$ cat config.mk
export PLATFORM = sky130hd
export DESIGN_NAME = can_slot_formatter
export DESIGN_NICKNAME = d
export VERILOG_FILES = /design/src/rtl/can_fmt_pkg.sv /design/src/rtl/can_slot_encode.sv /design/src/rtl/can_slot_decode.sv /design/src/rtl/can_slot_formatter.sv
export SDC_FILE = /design/constraint.sdc
export NUM_CORES = 1
export LEC_CHECK = 0
export BUFFER_PORTS_ARGS = -buffer_cell sky130_fd_sc_hd__buf_2
export CORE_AREA = 2 2 128 130
export CTS_BUF_LIST = sky130_fd_sc_hd__clkbuf_16
export DETAILED_ROUTE_END_ITERATION = 16
export DIE_AREA = 0 0 130 132
export GPL_ROUTABILITY_DRIVEN = 0
export MAX_ROUTING_LAYER = met4
export PLACE_DENSITY = 0.85
export RECOVER_POWER = 100
export SYNTH_ARGS = -nofsm -noshare
export SYNTH_HDL_FRONTEND = slang
export SYNTH_SLANG_ARGS = --single-unit
$ cat constraint.sdc
create_clock -name clk -period 4.1 [get_ports clk]
set_input_delay 0.82 -clock clk [delete_from_list [all_inputs] [get_ports clk]]
set_output_delay 0.82 -clock clk [all_outputs]
set_load 0.05 [all_outputs]
$ cat src/rtl/can_fmt_pkg.sv
package can_fmt_pkg;

    typedef struct packed {
        logic        ext;
        logic        rtr;
        logic [3:0]  len;
        logic [28:0] id;
        logic [63:0] data;
    } can_frame_t;

    typedef enum logic [2:0] {
        S_IDLE,
        S_TX_SLOT,
        S_TX_INFO,
        S_TX_REQ,
        S_RX_INFO,
        S_RX_SLOT,
        S_DONE
    } fmt_state_e;

    // number of data bytes moved for a length code
    function automatic logic [3:0] byte_count(input logic [3:0] len);
        return (len > 4'd8) ? 4'd8 : len;
    endfunction

    // first data slot
    function automatic logic [3:0] data_base(input logic ext);
        return ext ? 4'd5 : 4'd3;
    endfunction

    // last slot of a job given the number of data bytes
    function automatic logic [3:0] last_slot(input logic ext, input logic [3:0] nbytes);
        return (ext ? 4'd4 : 4'd2) + nbytes;
    endfunction

endpackage

$ cat src/rtl/can_slot_encode.sv
module can_slot_encode
    import can_fmt_pkg::*;
(
    input  can_frame_t frm,
    input  logic [3:0] slot,
    output logic [7:0] byte_o
);
    logic [2:0] didx;
    logic [7:0] dbyte;

    always_comb begin
        didx  = 3'(slot - data_base(frm.ext));
        dbyte = frm.data[8*didx +: 8];
        if (slot == 4'd0) begin
            byte_o = {frm.ext, frm.rtr, 2'b00, frm.len};
        end else if (frm.ext) begin
            case (slot)
                4'd1:    byte_o = frm.id[28:21];
                4'd2:    byte_o = frm.id[20:13];
                4'd3:    byte_o = frm.id[12:5];
                4'd4:    byte_o = {frm.id[4:0], 3'b000};
                default: byte_o = dbyte;
            endcase
        end else begin
            case (slot)
                4'd1:    byte_o = frm.id[10:3];
                4'd2:    byte_o = {frm.id[2:0], 5'b00000};
                default: byte_o = dbyte;
            endcase
        end
    end
endmodule

$ cat src/rtl/can_slot_decode.sv
module can_slot_decode
    import can_fmt_pkg::*;
(
    input  can_frame_t frm_i,
    input  logic [3:0] slot,
    input  logic [7:0] byte_i,
    output can_frame_t frm_o
);
    logic [2:0] didx;

    always_comb begin
        didx  = 3'(slot - data_base(frm_i.ext));
        frm_o = frm_i;
        if (slot == 4'd0) begin
            frm_o     = '0;
            frm_o.ext = byte_i[7];
            frm_o.rtr = byte_i[6];
            frm_o.len = byte_i[3:0];
        end else if (frm_i.ext) begin
            case (slot)
                4'd1:    frm_o.id[28:21] = byte_i;
                4'd2:    frm_o.id[20:13] = byte_i;
                4'd3:    frm_o.id[12:5]  = byte_i;
                4'd4:    frm_o.id[4:0]   = byte_i[7:3];
                default: frm_o.data[8*didx +: 8] = byte_i;
            endcase
        end else begin
            case (slot)
                4'd1:    frm_o.id[10:3] = byte_i;
                4'd2:    frm_o.id[2:0]  = byte_i[7:5];
                default: frm_o.data[8*didx +: 8] = byte_i;
            endcase
        end
    end
endmodule

$ cat src/rtl/can_slot_formatter.sv
module can_slot_formatter
    import can_fmt_pkg::*;
#(
    parameter int ADDR_W      = 8,
    parameter int SLOT_STRIDE = 4,
    parameter int BASE_ADDR   = 0
) (
    input  logic              clk,
    input  logic              rst_n,
    input  logic              tx_start,
    input  logic              rx_start,
    input  logic              in_ext,
    input  logic              in_rtr,
    input  logic [3:0]        in_len,
    input  logic [28:0]       in_id,
    input  logic [63:0]       in_data,
    output logic              buf_wr,
    output logic              buf_rd,
    output logic [ADDR_W-1:0] buf_addr,
    output logic [7:0]        buf_wdata,
    input  logic [7:0]        buf_rdata,
    output logic              xmit_req,
    output logic              busy,
    output logic              done,
    output logic              out_ext,
    output logic              out_rtr,
    output logic [3:0]        out_len,
    output logic [28:0]       out_id,
    output logic [63:0]       out_data
);
    localparam logic [ADDR_W-1:0] INFO_ADDR = ADDR_W'(BASE_ADDR);

    typedef struct packed {
        fmt_state_e st;
        logic [3:0] slot;
        can_frame_t frm;
    } regs_t;

    regs_t      r_d, r_q;
    can_frame_t dec_frm;
    logic [7:0] enc_byte;
    logic [3:0] tx_last, rx_last;

    can_slot_encode u_enc (
        .frm    (r_q.frm),
        .slot   (r_q.slot),
        .byte_o (enc_byte)
    );

    can_slot_decode u_dec (
        .frm_i  (r_q.frm),
        .slot   (r_q.slot),
        .byte_i (buf_rdata),
        .frm_o  (dec_frm)
    );

    always_comb begin
        r_d     = r_q;
        tx_last = last_slot(r_q.frm.ext, byte_count(r_q.frm.len));
        rx_last = last_slot(r_q.frm.ext, r_q.frm.rtr ? 4'd0 : byte_count(r_q.frm.len));
        case (r_q.st)
            S_IDLE: begin
                if (tx_start) begin
                    r_d.frm  = '{ext: in_ext, rtr: in_rtr, len: in_len, id: in_id, data: in_data};
                    r_d.st   = S_TX_SLOT;
                    r_d.slot = 4'd1;
                end else if (rx_start) begin
                    r_d.frm  = '0;
                    r_d.st   = S_RX_INFO;
                    r_d.slot = 4'd0;
                end
            end
            S_TX_SLOT: begin
                if (r_q.slot == tx_last) begin
                    r_d.st   = S_TX_INFO;
                    r_d.slot = 4'd0;
                end else begin
                    r_d.slot = r_q.slot + 4'd1;
                end
            end
            S_TX_INFO: r_d.st = S_TX_REQ;
            S_TX_REQ:  r_d.st = S_DONE;
            S_RX_INFO: begin
                r_d.frm  = dec_frm;
                r_d.st   = S_RX_SLOT;
                r_d.slot = 4'd1;
            end
            S_RX_SLOT: begin
                r_d.frm = dec_frm;
                if (r_q.slot == rx_last) begin
                    r_d.st = S_DONE;
                end else begin
                    r_d.slot = r_q.slot + 4'd1;
                end
            end
            S_DONE:  r_d.st = S_IDLE;
            default: r_d.st = S_IDLE;
        endcase
    end

    always_ff @(posedge clk) begin
        if (!rst_n) begin
            r_q <= '0;
        end else begin
            r_q <= r_d;
        end
    end

    assign buf_wr    = (r_q.st == S_TX_SLOT) || (r_q.st == S_TX_INFO);
    assign buf_rd    = (r_q.st == S_RX_INFO) || (r_q.st == S_RX_SLOT);
    assign buf_addr  = ADDR_W'(BASE_ADDR + int'(r_q.slot) * SLOT_STRIDE);
    assign buf_wdata = enc_byte;
    assign xmit_req  = (r_q.st == S_TX_REQ);
    assign done      = (r_q.st == S_DONE);
    assign busy      = (r_q.st != S_IDLE);
    assign out_ext   = r_q.frm.ext;
    assign out_rtr   = r_q.frm.rtr;
    assign out_len   = r_q.frm.len;
    assign out_id    = r_q.frm.id;
    assign out_data  = r_q.frm.data;

    // the request follows the frame-info write
    a_r6_req_after_info: assert property (@(posedge clk) disable iff (!rst_n)
        xmit_req |-> $past(buf_wr && buf_addr == INFO_ADDR));

    // the frame-info write is the last write of a job
    a_r6_info_is_last: assert property (@(posedge clk) disable iff (!rst_n)
        (buf_wr && buf_addr == INFO_ADDR) |=> !buf_wr);

    // a receive starts with the frame-info slot
    a_r7_info_read_first: assert property (@(posedge clk) disable iff (!rst_n)
        $rose(buf_rd) |-> buf_addr == INFO_ADDR);

    // completion is a single-cycle pulse followed by idle
    a_r9_done_single: assert property (@(posedge clk) disable iff (!rst_n)
        done |=> (!done && !busy));

    // never read and write in one cycle
    a_r10_no_dual_strobe: assert property (@(posedge clk) disable iff (!rst_n)
        !(buf_wr && buf_rd));

endmodule

======== Yosys cells after proc, flatten, opt, wreduce, memory -nomap -nowiden ========
Index checks and enable logic that the tools add are counted.
storage, ports and cells
  register bits ........................... 106
  latch bits .............................. 0
  RAM bits ................................ 0
  ROM bits ................................ 0
  output and inout bits ................... 120
  word-level logic and storage cells ...... 97
  memories ................................ 0
cells by class
  add/subtract/negate cells ............... 5
  multipliers ............................. 0
  div/mod/pow operators ................... 0
  $lt $le $gt $ge ......................... 1
  equal/unequal tests ..................... 27
  shift operators ......................... 3
  mux-type cells .......................... 29
  bitwise logic cells ..................... 0
  reduce and logical (&&, ||, !) cells .... 20
operators with widths
  kind                                                                      count
  106-bit 2-to-1 mux                                                        2
  99-bit one-hot mux with 2 select lines                                    1
  64-bit 2-to-1 mux                                                         2
  93-bit 2-to-1 mux                                                         1
  75-bit 2-to-1 mux                                                         1
  64-bit bitwise mux                                                        1
  8-bit by 34-bit variable shift with 64-bit output (first input constant)  1
  64-bit by 7-bit indexed part select with 8-bit output                     1
  8-bit by 34-bit indexed part select with 64-bit output                    1
  8-bit 2-to-1 mux                                                          5
  6-bit negation with 34-bit output                                         1
  8-bit one-hot mux with 4 select lines                                     1
  4-bit AND reduction                                                       7
  18-bit 2-to-1 mux                                                         1
  3-bit one-hot mux with 6 select lines                                     1
  4-bit 2-to-1 mux                                                          4
  4-bit one-hot mux with 4 select lines                                     1
  8-bit one-hot mux with 2 select lines                                     1
  3-bit 2-to-1 mux                                                          5
  3-bit by 1-bit != test with 1-bit output (second input constant)          4
  4-bit by 2-bit != test with 1-bit output (second input constant)          3
  3-bit equality test (second input constant)                               3
  3-bit AND reduction                                                       3
  4-bit by 2-bit equality test with 1-bit output (second input constant)    2
  25 further kinds                                                          32

======== Logic depth before layout (Yosys ltp) ========
Gate-level depths: netlist of run 1.
  depth in word-level cells ............... 9
  depth in mapped cells ................... 12

======== Hierarchy ========
Synthesis of run 1 repeated with hierarchy kept, for this count alone.
second synthesis, totals
  cell total of the unflattened synthesis .. 1,261
  area, all modules ....................... 9,853.2 µm²
modules (own cells, without submodules)
  module              instances  cells an instance  area each (µm²)  seq. area each (µm²)
  can_slot_formatter  1          759                6,165.9          2,122.0
  can_slot_decode     1          358                2,423.6          0.0
  can_slot_encode     1          144                1,263.7          0.0

======== Least setup slack after synthesis of run 1 ========
No wires, ideal clock.
  path type ............................... reg2out
  start ................................... register r_q, in the netlist out_ext
  end ..................................... output buf_wdata[6]
  arrival ................................. 3,173 ps
  path slack .............................. 107 ps
  cell stages (with the launch flop) ...... 8
  cell sequence ........................... dfxtp_1 fa_1 buf_2 buf_2 mux4_2 nand2_1 a211o_1 a31oi_1
on the way
  cells in the longest elaborated chain, start to end .. 6
RTL lines
  what                                                                                                   RTL line                                      RTL
  start, declared                                                                                        can_slot_formatter.sv:39                      regs_t r_d, r_q;
  start signal, assigned                                                                                 can_slot_formatter.sv:105                     r_q <= r_d;
  3-bit 2-to-1 mux                                                                                       can_fmt_pkg.sv:28                             return ext ? 4'd5 : 4'd3;
  3-bit subtractor                                                                                       can_slot_encode.sv:12                         didx = 3'(slot - data_base(frm.ext));
  64-bit by 7-bit indexed part select with 8-bit output                                                  can_slot_encode.sv:13                         dbyte = frm.data[8*didx +: 8];
  8-bit one-hot mux with 4 select lines / 8-bit one-hot mux with 2 select lines (equally long branches)  can_slot_encode.sv:17, can_slot_encode.sv:25
  8-bit 2-to-1 mux *                                                                                     can_slot_encode.sv:16                         end else if (frm.ext) begin
  8-bit 2-to-1 mux *                                                                                     can_slot_encode.sv:14                         if (slot == 4'd0) begin
  end, declared                                                                                          can_slot_formatter.sv:20                      output logic [7:0] buf_wdata,
Every way passes the cells marked *; elsewhere a longest branch is shown, timed or not.

======== Final worst setup path of run 1 ========
  start ................................... register r_q[99] in the netlist's numbering
  end ..................................... output buf_wdata[5]
on the way
  cells in the longest elaborated chain, start to end .. 5
RTL lines
  what                                                                                                   RTL line
  3-bit subtractor                                                                                       can_slot_encode.sv:12
  64-bit by 7-bit indexed part select with 8-bit output                                                  can_slot_encode.sv:13
  8-bit one-hot mux with 4 select lines / 8-bit one-hot mux with 2 select lines (equally long branches)  can_slot_encode.sv:17, can_slot_encode.sv:25
  8-bit 2-to-1 mux                                                                                       can_slot_encode.sv:16
  8-bit 2-to-1 mux *                                                                                     can_slot_encode.sv:14
Marked as above.

==> results of run 1 <==
-- path summary, 6_finish.rpt --
kind / from / end / slack (ns) / depth (start not counted)
max: r_q[99] / buf_wdata[5] / 0.18 / 6
min: out_data[3] / out_data[3] / 0.51 / 2
max reg2reg: r_q[99] / out_data[15] / 0.32 / 9
min reg2reg: out_data[3] / out_data[3] / 0.51 / 2
-- metrics by stage --
stage / instance area, µm² / cells / power, µW / utilization
global route: 8200 / 1189 / 8070 / 0.522
detailed placement: 8140 / 1172 / 6890 / 0.518
global placement: 8140 / 1172 / 6780 / 0.518
floorplan: 7800 / 915 / 6140 / -
finish: 8200 / 1189 / 7730 / 0.522
CTS: 8440 / 1188 / 7770 / 0.537
-- layout make-up --
type                       instances  share of cell area
inverter                          20             0.00916
clock buffer                       9              0.0275
timing repair buffer             244               0.138
tap                              216              0.0330
multi-input combinational        586               0.525
clock inverter                     7             0.00840
sequential                       106               0.259
antenna                            1            0.000305
-- kinds of logic (layout without fill, tap and decap cells) --
logic type               count (synthesis)  count (layout)  share of synthesized area
buffers and inverters                  223             280                      0.166
XOR/XNOR                                 8               8                     0.0108
multiplexers                            47              47                     0.0870
other                                    1               5                   0.000481
adder cells (fa/ha/maj)                 16              16                     0.0286
flip-flops                             106             106                      0.272
AO/OA/AOI/OAI                          319             319                      0.317
AND/OR/NAND/NOR                        192             192                      0.118
-- layer usage --
metal,GRT usage,wire length (µm),part of all wire
met1,0.423,10200,0.37
met3,0.0487,3330,0.12
met2,0.478,12400,0.45
met5,-,0,0
met4,0.167,1530,0.056
-- flip-flops by register name, summed over array words and instances (netlist names) --
signal    count
out_data     64
out_ext       1
out_id       29
r_q           7
out_len       4
out_rtr       1
-- what timing repair did --
| action | 4_1_cts | 5_1_grt |
|---|---|---|
| hold buffers | 0 | 0 |
| buffers inserted | 0 | 0 |
| gates resized for setup | 0 | 4 |
| setup endpoints to repair | 0 | 57 |
-- Yosys cell counts, types with 4 or more instances --
master,n
sky130_fd_sc_hd__buf_4,107
sky130_fd_sc_hd__dfxtp_1,106
sky130_fd_sc_hd__clkbuf_1,62
sky130_fd_sc_hd__a31oi_1,60
sky130_fd_sc_hd__nor2_1,60
sky130_fd_sc_hd__a211oi_1,58
sky130_fd_sc_hd__a22oi_1,55
sky130_fd_sc_hd__nand2_1,53
sky130_fd_sc_hd__buf_2,26
sky130_fd_sc_hd__mux2i_1,25
sky130_fd_sc_hd__a211oi_2,24
sky130_fd_sc_hd__a32oi_1,24
sky130_fd_sc_hd__a21oi_1,23
sky130_fd_sc_hd__inv_1,18
sky130_fd_sc_hd__mux4_2,16
sky130_fd_sc_hd__ha_1,13
sky130_fd_sc_hd__nand3_1,12
sky130_fd_sc_hd__nor2b_1,12
sky130_fd_sc_hd__nor3_1,12
sky130_fd_sc_hd__and3_1,10
sky130_fd_sc_hd__o21ai_0,9
sky130_fd_sc_hd__a311oi_1,8
sky130_fd_sc_hd__a32o_1,8
sky130_fd_sc_hd__nand4_1,8
sky130_fd_sc_hd__a21o_1,7
sky130_fd_sc_hd__a222oi_1,6
sky130_fd_sc_hd__mux2_2,6
sky130_fd_sc_hd__nand2b_1,6
sky130_fd_sc_hd__buf_1,5
sky130_fd_sc_hd__o221ai_1,5
sky130_fd_sc_hd__o22ai_1,4
sky130_fd_sc_hd__xnor2_1,4
-- power groups by stage --
stage               sequential [µW]  combinational (µW)  clock, µW
floorplan                      1660                4490          0
global placement               1810                4970          0
detailed placement             1810                5080          0
CTS                            1790                5100        878
global route                   1850                5300        927
finish                         1820                5020        886
-- cell usage in the layout, fill, tap and decap left out, types with 4 or more instances in the layout --
master	netlist	routed
sky130_fd_sc_hd__nand4_1	8	8
sky130_fd_sc_hd__o22ai_1	4	4
sky130_fd_sc_hd__xnor2_1	4	4
sky130_fd_sc_hd__inv_1	18	19
sky130_fd_sc_hd__clkbuf_2	0	10
sky130_fd_sc_hd__a31oi_1	60	60
sky130_fd_sc_hd__a22oi_1	55	55
sky130_fd_sc_hd__a21o_1	7	7
sky130_fd_sc_hd__mux4_2	16	16
sky130_fd_sc_hd__a21oi_1	23	23
sky130_fd_sc_hd__nor2_1	60	59
sky130_fd_sc_hd__nand2_1	53	53
sky130_fd_sc_hd__o221ai_1	5	5
sky130_fd_sc_hd__clkbuf_1	62	106
sky130_fd_sc_hd__conb_1	1	4
sky130_fd_sc_hd__a32o_1	8	8
sky130_fd_sc_hd__clkbuf_16	0	9
sky130_fd_sc_hd__nand2b_1	6	6
sky130_fd_sc_hd__a311oi_1	8	8
sky130_fd_sc_hd__a32oi_1	24	24
sky130_fd_sc_hd__and3_1	10	10
sky130_fd_sc_hd__nand3_1	12	12
sky130_fd_sc_hd__a211oi_1	58	82
sky130_fd_sc_hd__buf_4	107	15
sky130_fd_sc_hd__a222oi_1	6	6
sky130_fd_sc_hd__nor2b_1	12	12
sky130_fd_sc_hd__ha_1	13	12
sky130_fd_sc_hd__dfxtp_1	106	106
sky130_fd_sc_hd__mux2_2	6	6
sky130_fd_sc_hd__nor3_1	12	12
sky130_fd_sc_hd__mux2i_1	25	25
sky130_fd_sc_hd__o21ai_0	9	10
sky130_fd_sc_hd__buf_2	26	112
-- tightest hold or removal path, delay by kind of cell (launching register included) --
family,cells,cell delay (ns)
mux,1,0.06
flops,1,0.34
simple gates,1,0.07
==> flow_results.org, run 1 <==
** Cells and area
- Fraction of layout instances using a drive strength above 1 :: 0.202
- In the final layout, the multi-input gates occupy roughly 4300 µm².
- Count of fill cells added during filler insertion :: 1529
- Area growth from synthesis to layout :: 5.17%
- The sequential cells in the finished layout cover a total of ~2100 µm².
- Final Net Count :: 1094

** Global route
- Largest net degree at the start of global routing :: 93
- The first global-routing pass estimated 42.4 mm of wire.
- The number of antenna violations at the first check in global routing was 1.
- The number of global-route vias before repair came to 7528.
- For this run the aggregate overflow at the end of global routing stands at 0.
- Global routing usage summed across all routing layers :: 0.322

** Timing
- Max Transition Viols Final :: 0
- Setup-violating endpoint count in the final report :: 0
- Post-route setup TNS :: 0 ns
- Unrepaired setup endpoints after global routing :: false
- Across all hold checks on the routed design, the worst slack comes to 0.513 ns.
- Headroom to the max-slew limit came out at 0.134.
- Setup slack on the critical path of the routed design comes to approximately 0.18 ns.
- On the final layout, the worst clock skew is 0.0105 ns.
- For the pin with the worst max-slew slack, the measured transition is 1.28 ns.
- Period utilization :: 0.955
- Min cycle time layout :: a little under 4 ns
- Highest attainable clock frequency :: 255 MHz
- Count of final hold-check violations :: 0

** CTS
- Clock Latency Late Sink :: 0.36 ns
- TritonCTS created 9 clock buffers.
- H-tree depth reported by CTS :: 3
- The tree is rooted in a sky130_fd_sc_hd__clkbuf_16.
- Clock-pin slew was measured on the worst setup and hold paths at 0.08 ns.
- TritonCTS clock tree :: yes
- Maximum count of clock buffers along a single path :: 2
- Counting every sink on the clock net gives 106.

** Worst setup path
- Delay-heaviest family, CP :: multiplexers
- STA classifies the critical path startpoint as a flip-flop.
- Along the worst path, the maximum fanout reaches 13.
- Among all stages on the critical path, the largest delay is contributed by sky130_fd_sc_hd__fa_2.
- Arrival time of data at the critical path endpoint :: 3.10 ns
- The largest single stage delay on the critical path is 0.84 ns.
- Critical path, cell by cell :: fa_2 -> mux4_2 -> mux2i_1 -> o221ai_1 -> and3_1 -> clkbuf_2
- The number of buffers and inverters on the critical path is 1.
- The worst setup path is captured at a primary output.
- Worst setup path category :: reg -> out
- WP data required :: 3.28 ns

** Detailed routing
- Number of DRC violations after detailed-routing iteration 0 :: 1088
- Detailed-router iteration count before antenna repair :: 8
- The final layout contains routed wiring with a total length of 27.5 mm.
- Detailed-route wire length per cell :: 23.1 µm
- Via/cell ratio :: 6.75
- In this run the remaining antenna-violating nets after routing total 0.
- Via count :: 8031
- Drc violations :: 0

** Power
- Of the total power, the clock network draws 0.115.
- Power density normalized to cell area :: 943 nW/µm²
- Of the total power, combinational logic draws 0.649.
- The analysis attributes to net switching a power of 4440 µW.
- Sequential Power Share :: 0.236
- The analysis attributes to cell leakage a power of 0.00302 µW.
- Internal Dissipation :: approximately 3300 µW
- Across the VDD grid, the largest voltage drop is just under 0.5 mV.
- Switching portion of total power :: 0.574

** Floorplan
- Floorplan row count :: 46
- Measured along the x axis, the die boundary spans 130 µm.
- The floorplan step defined a core boundary enclosing 15700 µm².
- I/O pin count :: 231
- The initial utilization of the core area, before any placement, comes to 0.496.
- Die ar. :: 17200 µm²
- Chip height :: between 100 and 150 µm

** Hold path
- Tightest Hold Check Type :: reg -> reg

** Run status
- Result of the run :: complete, no violations

** Synthesis
- Area share of the leading cell type in the synthesized netlist :: 0.272
- Count of flip-flops with a built-in enable after synthesis :: 0
- Area contributors post-synth :: sky130_fd_sc_hd__dfxtp_1 27%, sky130_fd_sc_hd__buf_4 10%, sky130_fd_sc_hd__a211oi_1 5.6%
- Cells after synthesis :: a little over 900
- Each instance of the synthesized netlist takes up on average 8.55 µm².
- After synthesis, the share of flip-flops with an asynchronous set or reset is 0.
- The cell area that synthesis handed to floorplanning was 7790 µm².
- Cell taking the most area after synthesis :: sky130_fd_sc_hd__dfxtp_1
- Synthesis inferred 106 register bits.
- Of the synthesized area, sequential elements account for 0.272.
- Predominant post-synthesis flop cell :: sky130_fd_sc_hd__dfxtp_1
- Yosys printed 0 warnings.
- Number of distinct library cells after synthesis :: 71

** Placed design
- Post-Place Worst Slack :: ~0.28 ns
- Detailed placement ended at an HPWL of 19.6 mm.
- Input and output buffers added on the ports amount to 226.

** Run
- Max-cap violations in this run came to 0.
(Power assumes the default switching activity.)
==> run 2, diff against run 1 <==
PLACE_DENSITY = 0.77   (was 0.85)
==> run 2 against run 1 <==
Net effect: power about the same; sequential cell count is the same; first-iteration DRC count is 6.2% higher; wire length down 1.2%; setup slack gained 0.043 ns; worst hold slack got worse by 0.0022 ns; utilization grew 0.50 points; clock-buffer cell count unchanged; clock power about the same; combinational power decreased by 0.8%.
==> flow_results.org, run 2 (synthesized netlist as in run 1, its figures left out) <==
** Run status
- The flow ran to the end, and the final reports show no timing, DRC or antenna violations.

** Placed design
- Buffers added on ports :: 226
- Summing all placed instances gives a cell area of 8200 µm².
- The HPWL after detailed placement is 19.6 mm.

** CTS
- TritonCTS built the clock tree.
- The clock tree synthesis step divided the H-tree into 3 levels.
- Maximum count of clock buffers along a single path :: 2
- TritonCTS sink count :: 106
- Number of buffers inserted during clock tree synthesis :: 9
- Clock Latency Late Sink :: about 0.36 ns
- Clock transition time at the flip-flop clock pins of the worst setup and hold paths :: 0.07 ns
- Buffers added to address setup during post-CTS repair amount to 0.
- Clock root buffer master :: sky130_fd_sc_hd__clkbuf_16

** Timing
- Count of final hold-check violations :: 0
- Min cycle time layout :: just under 4 ns
- Slew at the pin closest to its max-slew limit :: 1.12 ns
- Timing would allow up to 258 MHz.
- Remaining max-slew budget at the tightest pin :: 0.256
- Setup-violating endpoint count in the final report :: 0
- Largest clock skew in the final design :: 0.00787 ns
- Post-route setup TNS :: 0 ns
- Period utilization :: 0.945
- Unrepaired setup endpoints after global routing :: false
- The final-report max-slew violation count is 0.

** Power
- Sequential Power Share :: 0.240
- The analysis attributes to cell leakage a power of between 0.003 and 0.004 µW.
- Of the total power, combinational logic draws 0.645.
- Power density normalized to cell area :: 933 nW/µm²
- Of the total power, the share spent switching nets is 0.571.
- Clk pwr share :: 0.115
- Internal Dissipation :: 3310 µW
- Maximum vdd ir drop :: 0.517 mV
- In this run the power spent charging and discharging nets is 4410 µW.

** Worst setup path
- Sort of element at the end of the critical path :: primary output
- The critical path in this run is classified as reg -> out.
- Arrival time of data at the critical path endpoint :: 3.05 ns
- Worst reg-to-reg setup slack :: ~0.24 ns
- Critical path launch point type :: flip-flop
- The endpoint identified for the worst register-to-register timing path is out_data[8].
- The startpoint identified for the worst register-to-register timing path is r_q[99].
- For the worst flop-to-flop path, the logic depth is 10.
- Along the worst path, the maximum fanout reaches 12.
- For the worst setup path, the data required time is between 3 and 4 ns.

** Detailed routing
- Drc violations :: 0
- In the routed layout, each cell is associated on average with a via count of 6.56.
- Total length of routed wires :: about 27 mm
- Dividing the detail-routed wire length by the instance count gives 22.7 µm.
- Number of DRC violations after detailed-routing iteration 0 :: 1155
- For this run, the detailed router's first-pass iteration total came to 5.
- Once detail routing completed, the nets flagged for antenna violations numbered 0.
- Via count :: 7846

** Cells and area
- Count of fill cells added during filler insertion :: 1521
- Compared with the post-synthesis result, the final layout area differs by 6.18%.
- In the layout the commonest cells are 113 x sky130_fd_sc_hd__buf_2, 107 x sky130_fd_sc_hd__clkbuf_1, 106 x sky130_fd_sc_hd__dfxtp_1.
- Register area :: 2120 µm²
- With fillers left out, the area of the finished cells amounts to 8280 µm².
- Combined area of the multi-input logic cells :: 4330 µm²
- Leaving out fill and tap cells, the most frequent cell in the layout is sky130_fd_sc_hd__buf_2.
- The register with the most flip-flops in the layout has 64 of them.
- After the last flow step, the layout net total stands at 1101.
- Of the cells placed in the final design, the portion with a size suffix greater than 1 is 0.216.

** Floorplan
- In this run the count of I/O pins placed on the die edge is about 230.
- Chip height :: 132 µm
- Measured along the x axis, the die boundary spans 130 µm.
- Row generation in the floorplan step produced 46 rows.
- Starting density of the core :: 0.496
- Die ar. :: approximately 17000 µm²
- Total core area :: between 15000 and 20000 µm²

** Hold path
- The path with the worst hold slack has its endpoint at out_data[3].
- WHS Path Cells :: 2
- Worst hold start :: out_data[3]
- Tightest Hold Check Type :: reg -> reg

** Global route
- For this run the aggregate overflow at the end of global routing stands at 0.
- The first global-routing pass estimated 41.2 mm of wire.
- Across every metal layer, demand over resource in global routing totals 0.316.
- The number of global-route vias before repair is 7176.
- Entering global routing, the biggest net connects slightly above 90 pins.
- The number of antenna violations at the first check in global routing is 1.

** Run
- Max-cap violation count :: 0
run 2: stage by stage:
stage	power (µW)	setup WS, ns	std cells	hold WS, ns	utilization
2_1_floorplan	6140	0.107	915	0.448	-
3_3_place_gp	6830	0.676	1179	0.506	0.522
3_5_place_dp	6890	0.637	1179	0.489	0.522
4_1_cts	7770	0.238	1195	0.500	0.540
5_1_grt	8090	0.0162	1196	0.537	0.527
6_report	7720	0.227	1196	0.511	0.527
run 2: critical path: stages (launching register included):
cell,delay [ns]
sky130_fd_sc_hd__dfxtp_1,0.34
sky130_fd_sc_hd__fa_1,0.91
sky130_fd_sc_hd__buf_4,0.32
sky130_fd_sc_hd__mux4_2,0.54
sky130_fd_sc_hd__mux2i_1,0.17
sky130_fd_sc_hd__o22ai_1,0.15
sky130_fd_sc_hd__clkbuf_2,0.27
run 2: layer usage:
layer	GRT usage	vias to the layer above	share of wire
met5	-	-	0
met4	0.139	0	0.042
met3	0.0524	89	0.12
met2	0.449	572	0.44
met1	0.440	3692	0.39
li1	-	3493	-
run 2: power by group through the flow:
stage / clock network (µW) / registers [µW] / logic [µW]
final: 887 / 1850 / 4980
after floorplan: 0 / 1660 / 4490
after global routing: 932 / 1870 / 5290
after detailed placement: 0 / 1830 / 5060
after CTS: 890 / 1810 / 5070
after global placement: 0 / 1850 / 4980
run 2: timing repair:
action,4_1_cts,5_1_grt
endpoints found under the setup margin,0,1
hold buffers,0,0
gates resized for setup,0,1
run 2: cell type report:
class	count	area share
flip-flops and latches	106	0.256
inverters	20	0.00907
well taps	216	0.0327
clock buffers	9	0.0272
diodes	1	0.000302
repair buffers	251	0.143
multi-input cells	586	0.523
clock inverters	7	0.00816
run 2: how the worst max path moves through the flow:
stage / startpoint / end / slack (ns)
global placement: r_q[99] / buf_wdata[6] / 0.68
finish: r_q[99] / buf_wdata[0] / 0.23
global route: r_q[99] / buf_wdata[6] / 0.02
floorplan: out_ext / buf_wdata[6] / 0.11
detailed placement: r_q[99] / buf_wdata[6] / 0.64
CTS: r_q[99] / buf_wdata[6] / 0.24
